--- config.mk ---
export PLATFORM = sky130hd
export DESIGN_NAME = tmatch_table
export DESIGN_NICKNAME = d
export VERILOG_FILES = /design/src/rtl/tmatch_pkg.sv /design/src/rtl/tmatch_store.sv /design/src/rtl/tmatch_compare.sv /design/src/rtl/tmatch_select.sv /design/src/rtl/tmatch_table.sv
export SDC_FILE = /design/constraint.sdc
export NUM_CORES = 1
export LEC_CHECK = 0
export BUFFER_PORTS_ARGS = -buffer_cell sky130_fd_sc_hd__buf_4
export CORE_MARGIN = 5
export CORE_UTILIZATION = 35
export DETAILED_ROUTE_END_ITERATION = 10
export SYNTH_ARGS = -nofsm -noshare
export SYNTH_HDL_FRONTEND = slang
export SYNTH_SLANG_ARGS = --single-unit
export TNS_END_PERCENT = 20
--- constraint.sdc ---
create_clock -name clk -period 4.6 [get_ports clk]
set_input_delay 0.23 -clock clk [delete_from_list [all_inputs] [get_ports clk]]
set_output_delay 0.23 -clock clk [all_outputs]
set_load 0.01 [all_outputs]
--- src/rtl/tmatch_pkg.sv ---
package tmatch_pkg;

    localparam int DEF_SLOTS = 8;
    localparam int DEF_KEY_W = 8;
    localparam int DEF_VAL_W = 8;

    typedef enum logic [1:0] {
        OP_HOLD = 2'd0,
        OP_LOAD = 2'd1,
        OP_DROP = 2'd2
    } wr_op_e;

endpackage

--- src/rtl/tmatch_store.sv ---
module tmatch_store
    import tmatch_pkg::*;
#(
    parameter int SLOTS = DEF_SLOTS,
    parameter int KEY_W = DEF_KEY_W,
    parameter int VAL_W = DEF_VAL_W,
    localparam int IDX_W = $clog2(SLOTS)
) (
    input  logic                         clk,
    input  logic                         rst,
    input  logic                         wr_req,
    input  logic                         wr_drop,
    input  logic [IDX_W-1:0]             wr_slot,
    input  logic [KEY_W-1:0]             wr_key,
    input  logic [KEY_W-1:0]             wr_care,
    input  logic [VAL_W-1:0]             wr_data,
    output logic [SLOTS-1:0]             valid_o,
    output logic [SLOTS-1:0][KEY_W-1:0]  key_o,
    output logic [SLOTS-1:0][KEY_W-1:0]  care_o,
    output logic [SLOTS-1:0][VAL_W-1:0]  data_o
);

    typedef struct packed {
        logic [SLOTS-1:0]            valid;
        logic [SLOTS-1:0][KEY_W-1:0] key;
        logic [SLOTS-1:0][KEY_W-1:0] care;
        logic [SLOTS-1:0][VAL_W-1:0] data;
    } table_t;

    table_t tbl_d, tbl_q;
    wr_op_e op_d;

    always_comb begin
        op_d = OP_HOLD;
        if (wr_req) begin
            op_d = wr_drop ? OP_DROP : OP_LOAD;
        end
        tbl_d = tbl_q;
        case (op_d)
            OP_LOAD: begin
                tbl_d.valid[wr_slot] = 1'b1;
                tbl_d.key[wr_slot]   = wr_key;
                tbl_d.care[wr_slot]  = wr_care;
                tbl_d.data[wr_slot]  = wr_data;
            end
            OP_DROP: begin
                tbl_d.valid[wr_slot] = 1'b0;
            end
            default: begin
            end
        endcase
    end

    // only the valid flags are reset; stored fields keep their contents
    always_ff @(posedge clk or posedge rst) begin
        if (rst) begin
            tbl_q.valid <= '0;
        end else begin
            tbl_q <= tbl_d;
        end
    end

    assign valid_o = tbl_q.valid;
    assign key_o   = tbl_q.key;
    assign care_o  = tbl_q.care;
    assign data_o  = tbl_q.data;


    load_sets_valid_chk: assert property (@(posedge clk) disable iff (rst)
        (wr_req && !wr_drop) |=> valid_o[$past(wr_slot)]);


    drop_clears_valid_chk: assert property (@(posedge clk) disable iff (rst)
        (wr_req && wr_drop) |=> !valid_o[$past(wr_slot)]);


    idle_holds_valid_chk: assert property (@(posedge clk) disable iff (rst)
        !wr_req |=> $stable(valid_o));

endmodule

--- src/rtl/tmatch_compare.sv ---
module tmatch_compare
    import tmatch_pkg::*;
#(
    parameter int SLOTS = DEF_SLOTS,
    parameter int KEY_W = DEF_KEY_W
) (
    input  logic [KEY_W-1:0]             srch_key,
    input  logic [SLOTS-1:0]             valid_i,
    input  logic [SLOTS-1:0][KEY_W-1:0]  key_i,
    input  logic [SLOTS-1:0][KEY_W-1:0]  care_i,
    output logic [SLOTS-1:0]             match_o
);

    for (genvar g = 0; g < SLOTS; g++) begin : g_slot
        logic [KEY_W-1:0] diff;
        assign diff       = (srch_key ^ key_i[g]) & care_i[g];
        assign match_o[g] = valid_i[g] && (diff == '0);
    end

endmodule

--- src/rtl/tmatch_select.sv ---
module tmatch_select
    import tmatch_pkg::*;
#(
    parameter int SLOTS = DEF_SLOTS,
    parameter int VAL_W = DEF_VAL_W,
    localparam int IDX_W = $clog2(SLOTS)
) (
    input  logic [SLOTS-1:0]             match_i,
    input  logic [SLOTS-1:0][VAL_W-1:0]  data_i,
    output logic                         hit_o,
    output logic [IDX_W-1:0]             slot_o,
    output logic [VAL_W-1:0]             data_o
);

    // scan from the top down so the lowest matching index is assigned last
    always_comb begin
        hit_o  = 1'b0;
        slot_o = '0;
        data_o = '0;
        for (int i = SLOTS - 1; i >= 0; i--) begin
            if (match_i[i]) begin
                hit_o  = 1'b1;
                slot_o = IDX_W'(i);
                data_o = data_i[i];
            end
        end
    end

endmodule

--- src/rtl/tmatch_table.sv ---
module tmatch_table
    import tmatch_pkg::*;
#(
    parameter int SLOTS = DEF_SLOTS,
    parameter int KEY_W = DEF_KEY_W,
    parameter int VAL_W = DEF_VAL_W,
    localparam int IDX_W = $clog2(SLOTS)
) (
    input  logic             clk,
    input  logic             rst,
    input  logic [KEY_W-1:0] srch_key,
    input  logic             wr_req,
    input  logic             wr_drop,
    input  logic [IDX_W-1:0] wr_slot,
    input  logic [KEY_W-1:0] wr_key,
    input  logic [KEY_W-1:0] wr_care,
    input  logic [VAL_W-1:0] wr_data,
    output logic             hit,
    output logic [IDX_W-1:0] hit_slot,
    output logic [VAL_W-1:0] hit_data
);

    logic [SLOTS-1:0]            valid_q;
    logic [SLOTS-1:0][KEY_W-1:0] key_q;
    logic [SLOTS-1:0][KEY_W-1:0] care_q;
    logic [SLOTS-1:0][VAL_W-1:0] data_q;
    logic [SLOTS-1:0]            match_vec;

    tmatch_store #(.SLOTS(SLOTS), .KEY_W(KEY_W), .VAL_W(VAL_W)) u_store (
        .clk     (clk),
        .rst     (rst),
        .wr_req  (wr_req),
        .wr_drop (wr_drop),
        .wr_slot (wr_slot),
        .wr_key  (wr_key),
        .wr_care (wr_care),
        .wr_data (wr_data),
        .valid_o (valid_q),
        .key_o   (key_q),
        .care_o  (care_q),
        .data_o  (data_q)
    );

    tmatch_compare #(.SLOTS(SLOTS), .KEY_W(KEY_W)) u_compare (
        .srch_key (srch_key),
        .valid_i  (valid_q),
        .key_i    (key_q),
        .care_i   (care_q),
        .match_o  (match_vec)
    );

    tmatch_select #(.SLOTS(SLOTS), .VAL_W(VAL_W)) u_select (
        .match_i (match_vec),
        .data_i  (data_q),
        .hit_o   (hit),
        .slot_o  (hit_slot),
        .data_o  (hit_data)
    );


    winner_matches_chk: assert property (@(posedge clk) disable iff (rst)
        hit |-> match_vec[hit_slot]);


    no_lower_winner_chk: assert property (@(posedge clk) disable iff (rst)
        hit |-> ((match_vec & ((SLOTS'(1) << hit_slot) - SLOTS'(1))) == '0));


    miss_zero_chk: assert property (@(posedge clk) disable iff (rst)
        !hit |-> (hit_slot == '0 && hit_data == '0 && match_vec == '0));


    reset_miss_chk: assert property (@(posedge clk)
        rst |-> (!hit && valid_q == '0));

endmodule

==> metrics.txt <==
# TYPE chip_impl_metric gauge
chip_impl_info{name="status",value="completed"} 1
chip_impl_metric{name="sw_pwr",unit="uW"} 806
chip_impl_info{name="worst_hold_path_type",value="in2reg"} 1
chip_impl_metric{name="stdcell_area",unit="sq um"} 9220
chip_impl_metric{name="first_pass_grt_wire_length",unit="um"} 26900
chip_impl_info{name="crit_end",value="hit_data[1]"} 1
chip_impl_metric{name="rr_worst_depth",unit=""} 2
chip_impl_metric{name="design.core.area",unit="sq um"} 22600
chip_impl_metric{name="ys.warnings.count",unit=""} 0
chip_impl_metric{name="critical_path.max_fanout",unit=""} 11
chip_impl_metric{name="die_height",unit="um"} 161
chip_impl_metric{name="max-cap-violations",unit=""} 0
chip_impl_metric{name="intPower",unit="mW"} 2.93
chip_impl_metric{name="ys_types",unit=""} 50
chip_impl_metric{name="final_layout_size_suffix_gt1_share",unit="%"} 20.2
chip_impl_metric{name="postRouteWirelength",unit="um"} 17700
chip_impl_metric{name="gr-total-overflow",unit=""} 0
chip_impl_metric{name="n_antenna_cell",unit=""} 0
chip_impl_metric{name="final_gp_congestion",unit=""} 0.771
chip_impl_info{name="clock_root_buffer",value="clkbuf_16"} 1
chip_impl_info{name="yosys_most_used_dff",value="edfxtp_1"} 1
chip_impl_metric{name="cts.hold.buffers_added",unit=""} 1
chip_impl_metric{name="drtIter0Drc",unit=""} 346
chip_impl_metric{name="gr-usage-all-layers",unit="%"} 13.9
chip_impl_metric{name="fp_rows",unit=""} 55
chip_impl_info{name="setup.worst_path.end_class",value="output port"} 1
chip_impl_metric{name="worst-endpoint-required",unit="ns"} 4.37
chip_impl_info{name="path_cells",value="xor2_1 -> a222oi_1 -> nand4_1 -> nand3b_2 -> o2111ai_1 -> a211o_1 -> buf_4"} 1
chip_impl_info{name="grt_setup_unrepaired",value="no"} 1
chip_impl_metric{name="p_seq_share",unit="%"} 54.7
chip_impl_metric{name="rrSetupSlack",unit="ns"} 3.86
chip_impl_metric{name="viasPerCell",unit=""} 5.17
chip_impl_metric{name="top_level_ports",unit=""} 51
chip_impl_metric{name="syn_nets",unit=""} 529
chip_impl_metric{name="cts_num_sinks",unit=""} 200
chip_impl_metric{name="drt-pass1-iter-count",unit=""} 6
chip_impl_metric{name="flow.area_growth_from_synthesis",unit="%"} 15.5
chip_impl_metric{name="setup_total_negative_slack",unit="ns"} 0
chip_impl_metric{name="post_cts_setup_repair_buffer_count",unit=""} 0
chip_impl_metric{name="fin_worst_skew",unit="ns"} 0
chip_impl_metric{name="clk_pin_slew_worst_paths",unit="ns"} 0.07
chip_impl_metric{name="sw_frac_of_total",unit="%"} 21.5
chip_impl_metric{name="grt.met1_usage",unit="%"} 18.5
chip_impl_metric{name="count_of_flip_flops_with_a_built_in_enable_after_synthesis",unit=""} 192
chip_impl_metric{name="post_cts_resized",unit=""} 0
chip_impl_metric{name="max_slew.worst_pin.slew",unit="ns"} 0.823
chip_impl_metric{name="postRouteAntennaNets",unit=""} 0
chip_impl_metric{name="die-width",unit="um"} 161
chip_impl_metric{name="slew_viol_final",unit=""} 0
chip_impl_metric{name="timing.final.crit_share",unit="%"} 75.2
chip_impl_metric{name="synthesis.area_per_instance",unit="sq um"} 16.3
chip_impl_metric{name="hpwl",unit="um"} 11600
chip_impl_info{name="critical_path.startpoint",value="u_store.key_o[47]"} 1
chip_impl_metric{name="post_place_instance_area",unit="sq um"} 8640
chip_impl_metric{name="initial_antenna_violation_count",unit=""} 0
chip_impl_metric{name="final_hold_viol_count",unit=""} 0
chip_impl_metric{name="p_comb_share",unit="%"} 6.8
chip_impl_metric{name="final-setup-viol-count",unit=""} 0
chip_impl_metric{name="grt_use_met3",unit="%"} 2.76
chip_impl_metric{name="leakage",unit="nW"} 3.18
chip_impl_metric{name="worstSkewPairLatency",unit="ns"} 0.43
chip_impl_metric{name="postSynthCellCount",unit=""} 490
chip_impl_metric{name="port_buffers",unit=""} 50
chip_impl_metric{name="cts_buffer_depth",unit=""} 2
chip_impl_metric{name="design.die.area",unit="sq um"} 25900
chip_impl_info{name="path_class",value="reg2out"} 1
chip_impl_metric{name="async_reset_ff_share",unit="%"} 4.00
chip_impl_metric{name="cts_htree_levels",unit=""} 4
chip_impl_metric{name="postSynthRegisterBits",unit=""} 200
chip_impl_metric{name="max_slew_margin",unit="%"} 45.1
chip_impl_metric{name="pin_count_of_the_biggest_net_entering_global_routing",unit=""} 25
chip_impl_metric{name="synth.yosys.seq_area_share",unit="%"} 74.7
chip_impl_info{name="top_usage_layer",value="met2"} 1
chip_impl_metric{name="clock_power_share",unit="%"} 38.5
chip_impl_metric{name="route.detailed.drc",unit=""} 0
chip_impl_metric{name="max_freq",unit="MHz"} 289
chip_impl_metric{name="fin_nets",unit=""} 585
chip_impl_metric{name="via_count_of_the_first_global_routing_pass",unit=""} 4501
chip_impl_metric{name="worst-endpoint-arrival",unit="ns"} 3.23
chip_impl_metric{name="drt-wirelength-per-cell",unit="um"} 21.0
chip_impl_metric{name="cts_inserted_buffers",unit=""} 17
chip_impl_metric{name="post_synth_instance_area",unit="sq um"} 7990
chip_impl_metric{name="maximum_vdd_ir_drop",unit="mV"} 0.257
chip_impl_info{name="critPathSlowestCell",value="nand4_1"} 1
chip_impl_info{name="cts_tree",value="yes"} 1
chip_impl_metric{name="grtUsageMet2",unit="%"} 23.3
chip_impl_info{name="worst_setup_path_start_kind",value="flip-flop"} 1
chip_impl_metric{name="fin_crit",unit="ns"} 3.46
chip_impl_metric{name="dr_total_vias",unit=""} 4361
chip_impl_metric{name="pwr_density_cell",unit="nW/um^2"} 406
chip_impl_metric{name="initial_core_util",unit="%"} 35.4
chip_impl_metric{name="cpPeakStageDelay",unit="ns"} 0.58
## metal layers
| metal | wire (um) | up-vias |
|---|---|---|
| met5 | 0 | - |
| met3 | 918 | 24 |
| met1 | 7880 | 2216 |
| met4 | 262 | 0 |
| met2 | 8680 | 129 |
| li1 | - | 1992 |
## worst min-delay path by stage
stage	to	depth (start not counted)	start	slack (ns)
4_1_cts	u_store.data_o[59]	1	wr_data[3]	0.02
3_3_place_gp	async pin	2	rst	0.21
3_5_place_dp	async pin	2	rst	0.21
2_1_floorplan	async pin	1	rst	0.05
5_1_grt	u_store.data_o[59]	1	wr_data[3]	0.04
6_report	u_store.data_o[3]	1	wr_data[3]	0.03
## through the flow
stage	utilization [%]	std cells	worst slack [ns]	power, mW	hold WS, ns
2_1_floorplan	-	490	1.81	2.22	0.0457
3_3_place_gp	38.3	811	1.55	2.33	0.208
3_5_place_dp	38.3	811	1.57	2.34	0.213
5_1_grt	40.9	844	0.986	3.87	0.0354
6_report	40.9	844	1.14	3.74	0.0314
4_1_cts	40.9	844	1.14	3.77	0.0216
## cell type report
cell class / count / area (sq um)
Clock inverter: 10 / 93.8
Timing Repair Buffer: 59 / 445
Multi-Input combinational cell: 247 / 1800
Inverter: 21 / 78.8
Fill cell: 2048 / 13300
Tap cell: 285 / 357
Clock buffer: 22 / 484
Sequential cell: 200 / 5970
## synthesized netlist by cell type, types with 2 or more instances
| library cell | instances | area share (%) |
|---|---|---|
| nand2b_1 | 2 | 0.16 |
| a31oi_1 | 2 | 0.16 |
| buf_6 | 6 | 0.85 |
| nor3_1 | 11 | 0.69 |
| a211o_1 | 6 | 0.66 |
| nand2_1 | 20 | 0.94 |
| xor2_1 | 64 | 7.0 |
| nand3_1 | 16 | 1.0 |
| nand3b_1 | 2 | 0.19 |
| a222oi_1 | 4 | 0.50 |
| a311oi_1 | 2 | 0.22 |
| dfrtp_1 | 8 | 2.5 |
| a21oi_1 | 10 | 0.63 |
| nor2_1 | 22 | 1.0 |
| o32ai_1 | 6 | 0.66 |
| nand4_1 | 3 | 0.24 |
| a221oi_1 | 3 | 0.33 |
| a21boi_0 | 4 | 0.38 |
| a22oi_1 | 19 | 1.8 |
| and4_1 | 5 | 0.55 |
| buf_4 | 9 | 0.85 |
| clkbuf_1 | 3 | 0.14 |
| o2111ai_1 | 7 | 0.77 |
| nor2b_1 | 3 | 0.24 |
| inv_1 | 21 | 0.99 |
| edfxtp_1 | 192 | 72 |
| o31ai_1 | 3 | 0.28 |
| o21ai_0 | 5 | 0.31 |
| buf_2 | 4 | 0.25 |
| mux2i_1 | 2 | 0.25 |
| nand4_2 | 2 | 0.31 |
| mux2_2 | 6 | 0.85 |
## cell usage in the layout (no fill, tap or decap), types with 4 or more instances in the layout
cell type,instances
a211o_1,6
a21boi_0,4
a21oi_1,10
a222oi_1,4
a22oi_1,19
and4_1,5
buf_4,58
clkbuf_16,17
clkbuf_8,4
dfrtp_1,8
edfxtp_1,192
inv_1,21
mux2_2,6
nand2_1,20
nand3_1,16
nor2_1,16
nor2_2,6
nor3_1,9
o2111ai_1,7
o21ai_0,5
o32ai_1,6
xor2_1,64
## worst max-delay path: cells and delay by family, from the launching register on
family | cells | cell delay [ns]
compound gates | 3 | 1.09
simple gates | 2 | 1.03
flops | 1 | 0.38
xor+xnor | 1 | 0.16
buf+inv | 1 | 0.14
## kinds of logic (layout without fill, tap and decap cells)
kind of cell              count (synthesis)  count (layout)  synth area share (%)
and+or+nand+nor                          95              95                  6.27
buffers and inverters                    43             112                  3.07
DFF                                     200             200                  74.7
xor gates and xnor gates                 64              64                  7.02
muxes                                     8               8                  1.10
AOI/OAI and AO/OA                        80              80                  7.83
## flip-flops by register name, summed over array words and instances (netlist names), named ones only
register	flops
u_store.care_o	64
u_store.key_o	64
u_store.data_o	64
## power groups by stage
stage | Sequential [mW] | Combinational, mW | Clock (mW)
after global placement | 2.08 | 0.249 | 0
after global routing | 2.05 | 0.278 | 1.55
after floorplan | 2.08 | 0.145 | 0
after detailed placement | 2.08 | 0.256 | 0
after CTS | 2.04 | 0.258 | 1.47
final | 2.04 | 0.255 | 1.44
Power figures use the tool's default switching activity.
